[config.mk]
export PLATFORM = sky130hd
export DESIGN_NAME = lbist_ctrl
export DESIGN_NICKNAME = d
export VERILOG_FILES = /design/src/rtl/lbist_pkg.sv /design/src/rtl/lbist_prpg.sv /design/src/rtl/lbist_misr_step.sv /design/src/rtl/lbist_rom.sv /design/src/rtl/lbist_ctrl.sv
export SDC_FILE = /design/constraint.sdc
export NUM_CORES = 1
export LEC_CHECK = 0
export BUFFER_PORTS_ARGS = -buffer_cell sky130_fd_sc_hd__buf_2
export CAP_MARGIN = 30
export CORE_MARGIN = 2
export CORE_UTILIZATION = 45
export CTS_CLUSTER_SIZE = 10
export DETAILED_ROUTE_END_ITERATION = 8
export GPL_TIMING_DRIVEN = 0
export PLACE_DENSITY_LB_ADDON = 0.15
export SLEW_MARGIN = 20
export SYNTH_ARGS = -nofsm -noshare
export SYNTH_HDL_FRONTEND = slang
export SYNTH_SLANG_ARGS = --single-unit
[constraint.sdc]
create_clock -name clk -period 4.45 [get_ports clk]
set_clock_uncertainty 0.15 [all_clocks]
set_input_delay 0.89 -clock clk [delete_from_list [all_inputs] [get_ports clk]]
set_output_delay 0.89 -clock clk [all_outputs]
set_load 0.05 [all_outputs]
[src/rtl/lbist_pkg.sv]
`timescale 1ns/1ps
package lbist_pkg;

    typedef enum logic [2:0] {
        ST_IDLE,
        ST_RAND,
        ST_ROM,
        ST_CMP,
        ST_DONE
    } lbist_state_e;

endpackage

[src/rtl/lbist_prpg.sv]
`timescale 1ns/1ps
// Next-state function of the external-feedback pattern generator.
module lbist_prpg #(
    parameter int unsigned  W    = 8,
    parameter logic [W-1:0] TAPS = 8'hB8
) (
    input  logic [W-1:0] cur,
    output logic [W-1:0] nxt
);
    logic fb;

    always_comb begin
        fb  = ^(cur & TAPS);
        nxt = {cur[W-2:0], fb};
    end
endmodule

[src/rtl/lbist_misr_step.sv]
`timescale 1ns/1ps
// One division step of the modular signature register with parallel inputs.
module lbist_misr_step #(
    parameter int unsigned   SW   = 8,
    parameter int unsigned   OW   = 4,
    parameter logic [SW-1:0] POLY = 8'h1D
) (
    input  logic [SW-1:0] cur,
    input  logic [OW-1:0] resp,
    output logic [SW-1:0] nxt
);
    logic [SW-1:0] resp_ext;
    logic [SW-1:0] shifted;

    always_comb begin
        resp_ext = SW'(resp);
        shifted  = {cur[SW-2:0], 1'b0};
        nxt      = shifted ^ (cur[SW-1] ? POLY : '0) ^ resp_ext;
    end
endmodule

[src/rtl/lbist_rom.sv]
`timescale 1ns/1ps
// Small parameter ROM of deterministic top-up patterns.
module lbist_rom #(
    parameter int unsigned         IW   = 8,
    parameter int unsigned         M    = 4,
    parameter int unsigned         AW   = 2,
    parameter logic [M*IW-1:0]     DATA = '0
) (
    input  logic [AW-1:0] idx,
    output logic [IW-1:0] pat
);
    logic [IW-1:0] entry [M];

    for (genvar j = 0; j < M; j++) begin : g_entry
        assign entry[j] = DATA[j*IW +: IW];
    end

    always_comb begin
        pat = '0;
        if (int'(idx) < int'(M)) begin
            pat = entry[idx];
        end
    end
endmodule

[src/rtl/lbist_ctrl.sv]
`timescale 1ns/1ps
module lbist_ctrl
    import lbist_pkg::*;
#(
    parameter int unsigned       IW         = 8,
    parameter int unsigned       OW         = 4,
    parameter int unsigned       SW         = 8,
    parameter int unsigned       N_RAND     = 20,
    parameter int unsigned       M_ROM      = 4,
    parameter logic [IW-1:0]     LFSR_TAPS  = 8'hB8,
    parameter logic [IW-1:0]     LFSR_SEED  = 8'h01,
    parameter logic [SW-1:0]     MISR_POLY  = 8'h1D,
    parameter logic [M_ROM*IW-1:0] ROM_DATA = 32'h5A_A5_00_FF,
    parameter logic [SW-1:0]     GOLDEN_SIG = '0
) (
    input  logic          clk,
    input  logic          rst_n,
    input  logic          start,
    input  logic [IW-1:0] func_in,
    input  logic [OW-1:0] cut_resp,
    output logic [IW-1:0] cut_drive,
    output logic          busy,
    output logic          done,
    output logic          pass,
    output logic [SW-1:0] sig
);
    localparam int unsigned MAX_PH = (N_RAND > M_ROM) ? N_RAND : M_ROM;
    localparam int unsigned CNT_W  = $clog2(MAX_PH) + 1;
    localparam int unsigned ROM_AW = (M_ROM > 1) ? $clog2(M_ROM) : 1;
    localparam logic [CNT_W-1:0] RAND_LAST = CNT_W'(N_RAND - 1);
    localparam logic [CNT_W-1:0] ROM_LAST  = CNT_W'(M_ROM - 1);

    typedef struct packed {
        lbist_state_e  state;
        logic [IW-1:0] lfsr;
        logic [SW-1:0] sig;
        logic [CNT_W-1:0] cnt;
        logic          done;
        logic          pass;
    } lbist_regs_t;

    lbist_regs_t   cur_q, nxt_d;
    logic [IW-1:0] prpg_nxt;
    logic [SW-1:0] misr_nxt;
    logic [IW-1:0] rom_pat;
    logic [IW-1:0] drive_d;

    lbist_prpg #(.W(IW), .TAPS(LFSR_TAPS)) u_prpg (
        .cur (cur_q.lfsr),
        .nxt (prpg_nxt)
    );

    lbist_misr_step #(.SW(SW), .OW(OW), .POLY(MISR_POLY)) u_misr (
        .cur  (cur_q.sig),
        .resp (cut_resp),
        .nxt  (misr_nxt)
    );

    lbist_rom #(.IW(IW), .M(M_ROM), .AW(ROM_AW), .DATA(ROM_DATA)) u_rom (
        .idx (cur_q.cnt[ROM_AW-1:0]),
        .pat (rom_pat)
    );

    always_comb begin
        nxt_d   = cur_q;
        drive_d = func_in;
        unique case (cur_q.state)
            ST_IDLE, ST_DONE: begin
                if (start) begin
                    nxt_d.state = ST_RAND;
                    nxt_d.lfsr  = LFSR_SEED;
                    nxt_d.sig   = '0;
                    nxt_d.cnt   = '0;
                    nxt_d.done  = 1'b0;
                    nxt_d.pass  = 1'b0;
                end
            end
            ST_RAND: begin
                drive_d    = cur_q.lfsr;
                nxt_d.sig  = misr_nxt;
                nxt_d.lfsr = prpg_nxt;
                if (cur_q.cnt == RAND_LAST) begin
                    nxt_d.state = ST_ROM;
                    nxt_d.cnt   = '0;
                end else begin
                    nxt_d.cnt = cur_q.cnt + CNT_W'(1);
                end
            end
            ST_ROM: begin
                drive_d   = rom_pat;
                nxt_d.sig = misr_nxt;
                if (cur_q.cnt == ROM_LAST) begin
                    nxt_d.state = ST_CMP;
                    nxt_d.cnt   = '0;
                end else begin
                    nxt_d.cnt = cur_q.cnt + CNT_W'(1);
                end
            end
            ST_CMP: begin
                nxt_d.done  = 1'b1;
                nxt_d.pass  = (cur_q.sig == GOLDEN_SIG);
                nxt_d.state = ST_DONE;
            end
            default: nxt_d.state = ST_IDLE;
        endcase
    end

    always_ff @(posedge clk or negedge rst_n) begin
        if (!rst_n) begin
            cur_q <= '{state: ST_IDLE, lfsr: LFSR_SEED, sig: '0,
                       cnt: '0, done: 1'b0, pass: 1'b0};
        end else begin
            cur_q <= nxt_d;
        end
    end

    assign cut_drive = drive_d;
    assign busy      = (cur_q.state == ST_RAND) || (cur_q.state == ST_ROM) ||
                       (cur_q.state == ST_CMP);
    assign done      = cur_q.done;
    assign pass      = cur_q.pass;
    assign sig       = cur_q.sig;
endmodule

# --- After elaboration in Yosys (flattened, before gate mapping) ---
# Index checks and enable logic that the tools add are counted.
word_totals:
  input_bits: 15
  wordCells: 47
  register_bits: 27
op_classes:
  magnitude_cmp: 1
  add_sub_neg: 1
  reduce_logical: 13
  n_eq_ne: 9
  bitwise: 3
  mux: 14
op_table:
  columns: ["operator", "n"]
  rows:
  - ["$pmux W14 S3", 1]
  - ["$pmux W8 S2", 2]
  - ["$mux W27", 1]
  - ["$bmux W8 S2", 1]
  - ["$mux W8", 2]
  - ["$mux W6", 2]
  - ["$pmux W3 S4", 1]
  - ["$logic_not A8 Y1", 1]
  - ["$reduce_xor A8 Y1", 1]
  - ["$xor A8 B4 Y8", 1]
  - ["$xor A8 B8 Y8", 1]
  - ["$add A6 B1 Y6 const B", 1]
  - ["$eq A3 B2 Y1 const B", 2]
  - ["$eq A6 B2 Y1 const B", 1]
  - ["$eq A6 B5 Y1 const B", 1]
  - ["$mux W3", 2]
  - ["$ne A2 B2 Y1 const B", 3]
  - ["$reduce_and A2 Y1", 3]
  - ["$mux W5", 1]
  - ["$pmux W2 S2", 1]
  - ["$reduce_bool A2 Y1", 2]
  - ["$eq A3 B1 Y1 const B", 1]
  - ["$eq A3 B3 Y1 const B", 1]
  - ["$ge A3 B3 Y1 const B", 1]
  - ["other kinds (6)", 7]

# --- Logic depth before layout (Yosys ltp) ---
logic_depth:
  ltp_word: 5
  depth_mapped: 7
  depth_no_buf: 6

# --- Modules after synthesis ---
# A second synthesis with hierarchy kept.
hier_totals:
  hier_cells: 196
  area_unflattened_um2: 1771.7
by_module_without_submodules:
  columns: ["mod", "cells_each", "area_per_inst_um2", "n_inst"]
  rows:
  - ["lbist_ctrl", 165, 1497.7, 1]
  - ["lbist_misr_step", 8, 100.1, 1]
  - ["lbist_rom", 12, 87.6, 1]
  - ["lbist_prpg", 11, 86.3, 1]

# --- Least setup slack after synthesis ---
# No wires, ideal clock.
synth_path:
  path_kind: "reg-to-output"
  start: "register cur_q[26] (netlist name)"
  end: "output port cut_drive[0]"
  n_path_buf: 2
  stages_incl_launch_ff: 6
  slack_ps: 1279
  required_ps: 3410
  t_arrival_ps: 2131
  path_cell_list: "dfrtp_1 buf_2 nor2_1 clkbuf_1 a22oi_1 o21ai_0"
synth_via:
  elab_chain_len: 2
  elab_cells_between_ends: 3
synth_lines:
  columns: ["item", "line", "source"]
  rows:
  - ["start: declaration", "lbist_ctrl.sv:42", "lbist_regs_t cur_q, nxt_d;"]
  - ["start signal: assignment", "lbist_ctrl.sv:110", "cur_q <= '{state: ST_IDLE, lfsr: LFSR_SEED, sig: '0,"]
  - ["start signal: assignment", "lbist_ctrl.sv:113", "cur_q <= nxt_d;"]
  - ["$eq A3 B2 Y1 / $eq A3 B1 Y1 (equally long branches)", "lbist_ctrl.sv:67", "unique case (cur_q.state)"]
  - ["$pmux W8 S2 (*)", "lbist_ctrl.sv:67", null]
  - ["end: declaration", "lbist_ctrl.sv:21", "output logic [IW-1:0] cut_drive,"]
# Every way passes the cells marked *; elsewhere a longest branch is shown, timed or not.

# --- Worst setup path after layout ---
layout_path:
  start: "register cur_q[25] (netlist name)"
  end: "output port cut_drive[7]"
# Same word-level chain as after synthesis.

==> results by group <==
Run status
  • Outcome: finished, final reports clean

Logic synthesis
  • Post-synthesis average cell area: 8.78 sq um
  • Post-synth ARST share: 1.00
  • Simple-Gate Fraction of Synth Area: 0.148
  • Register area share after synthesis: 0.387
  • Post-synthesis xor/xnor area fraction: 0.0501
  • Multiplexer share of the synthesized area: 0.0150
  • Synth Net Count: 217
  • Synth Instances: 199
  • Post-synth top flop: dfrtp_1
  • Seq cells post-synth: 27
  • Synth Area in Adders: 0.0215
  • Complex-gate fraction of the synthesized area: 0.286
  • Largest family of logic cells by synthesized area: compound AO/OA/AOI/OAI gates
  • Synth Cell Area: 0.00175 sq mm
  • Area leader, netlist: dfrtp_1
  • Synth top area share: 0.372
  • Top post-synthesis cells by area: dfrtp_1 (37%), a21oi_1 (5.7%), a22oi_1 (5.2%)
  • Yosys warnings: 0
  • Post-synth cell types: 39
  • EDFF count, synth: 0

Final layout
  • Layout fillers: 352
  • Nets@finish: 255
  • P&R area growth vs syn: 15.7%
  • Post-route cell area: 0.00202 sq mm
  • Layout cells sized above 1: 0.254
  • Ant diodes: 0

Timing
  • Achievable clock frequency: 0.332 GHz
  • Worst slew margin: 0.578
  • Min Tclk post-route: 3010 ps
  • Worst Tran Pin Value: 632 ps
  • # setup viols final: 0
  • Final hold violation count: 0
  • Pins over their slew limit: 0
  • Final period util: 0.677
  • RSZ-0062 raised after global routing: no
  • Setup tns final: 0 ps

CTS
  • CTS tree: built
  • Clock Latency Late Sink: 280 ps
  • CTS root buf: clkbuf_8
  • Sink Count: 27
  • Postcts setup bufs: 0
  • CTS clk-pin slew, worst paths: 100 ps
  • H-tree depth: 1
  • Hold-fix buffers, CTS: 0
  • CTS Buffer Depth: 2
  • CTS buffer count: 3
  • Resized cells post-CTS: 0

Floorplan
  • Core area: 0.00369 sq mm
  • DIE HEIGHT: 66.3 microns
  • Starting Density: 0.474
  • Die width: 66.3 microns
  • Die Area: 0.00440 sq mm
  • Io pins: 34
  • # rows: 22

Critical path
  • Crit. End Element: output port
  • Largest stage delay, worst path: 410 ps
  • Worst setup SP type: flip-flop
  • Most used cell, CP: buf_2
  • Worst Path Arrival: 1970 ps
  • Crit Path Max Fanout: 10
  • R2R cell count: 5
  • Worst Setup Path Type: reg2out
  • CP required: 3410 ps
  • Critical path's slowest cell: clkbuf_1
  • Crit path cell chain: buf_4 -> buf_2 -> clkbuf_1 -> a22oi_1 -> o21ai_0 -> buf_2

Worst hold path
  • Worst min path class: reg2reg
  • Hold path depth: 2

GRT
  • Vias in the first global route: 1,413
  • Initial antenna violation count: 0
  • First-pass GRT wire length: 6.74 mm
  • Total GRT Usage: 0.196
  • GRT overflow: 0
  • Largest net degree at the start of global routing: 28

Routing
  • DRT Pass-1 Iters: 4
  • Total Wirelength: 3.85 mm
  • Via-to-Cell Ratio: 5.33
  • Post-DRT Antenna Nets: 0
  • Initial DRC count: 68
  • Detailed-route via count: 1,514
  • DRC violations left: 0
  • WL/cell: 13.5 microns

Placed design
  • Routability cong.: 0.803
  • Cell Area, Placed: 0.00197 sq mm
  • Port Buffers: 33
  • Post-DP HPWL: 2.82 mm

Run
  • Max_cap viols: 0
==> stage by stage <==
stage	setup slack, ps	cells	utilization	hold WS, ps
finish	1440	284	0.548	385
global route	1270	284	0.548	423
CTS	1410	284	0.548	385
detailed placement	1740	280	0.535	373
global placement	1740	280	0.535	364
floorplan	1280	199	-	340
==> worst max-delay path, delay by kind of cell (launching register included) <==
family | cells | cell delay [ps]
compound gates | 2 | 320
flops | 1 | 340
buf+inv | 4 | 1050
==> final cells by class <==
class | count | area [sq um] | share of cell area
plain buffers | 20 | 126 | 0.0625
clock buffers | 3 | 41.3 | 0.0204
clock inverters | 1 | 7.51 | 0.00371
inverters | 9 | 33.8 | 0.0167
multi-input cells | 143 | 911 | 0.450
flip-flops and latches | 27 | 677 | 0.335
well taps | 48 | 60.1 | 0.0297
repair buffers | 33 | 165 | 0.0817
==> logic make-up after synthesis <==
family	after synthesis
AOI/OAI and AO/OA	74
xor gates and xnor gates	10
muxes	2
DFF	27
buffers and inverters	29
and+or+nand+nor	54
adders and majority gates	3
==> cells in the mapped netlist, types with 3 or more instances <==
cell and instances:
a21oi_1 20, a21oi_2 3, a22o_1 9, a22oi_1 12
buf_4 9, clkbuf_1 7, dfrtp_1 26, ha_1 3
inv_1 8, nand2_1 18, nand2b_1 3, nand3_1 3
nor2_1 18, nor3_1 4, o21ai_0 16, o22ai_1 4
xnor2_1 7, xor2_1 3
==> registers in the layout (all words and copies together), names as in the netlist <==
signal / count
cur_q: 17
done: 1
pass: 1
sig: 8
==> per-layer routing <==
layer	GRT usage	vias up	share of wire
li1	-	778	-
met1	0.285	707	0.50
met2	0.305	25	0.46
met3	0.0273	4	0.031
met4	0.0459	0	0.010
met5	0	-	0
==> placed cells by master, fill, tap and decap left out, drive strengths merged <==
cell type  netlist  final
buf             13     46
dfrtp           26     26
a21oi           23     23
nor2            18     18
nand2           18     18
o21ai           18     18
a22oi           12     12
clkbuf           7     10
a22o             9      9
inv              9      9
xnor2            7      7
o22ai            4      4
nor3             4      4
nand2b           3      3
xor2             3      3
nand3            3      3
ha               3      3
nor2b            2      2
o221ai           2      2
nor4             2      2
mux2             2      2
nor4b            1      1
o21bai           1      1
o31ai            1      1
or4              1      1
o21a             1      1
o311ai           1      1
and2             1      1
or2b             1      1
o2111ai          1      1
o211ai           1      1
clkinvlp         0      1
dfstp            1      1
==> path summary, 6_finish.rpt <==
check	start	endpoint	slack, ps
min in group asynchronous	rst_n	cur_q[2]	450
max in group asynchronous	rst_n	cur_q[22]	3300
worst max-delay path	cur_q[25]	cut_drive[7]	1440
worst max register to register	cur_q[3]	cur_q[25]	2400
worst min register to register	cur_q[16]	cur_q[16]	380
worst min-delay path	cur_q[16]	cur_q[16]	380
Power is not shown: default switching activity piles up to over one toggle a cycle in this logic, so the estimate is an artifact.
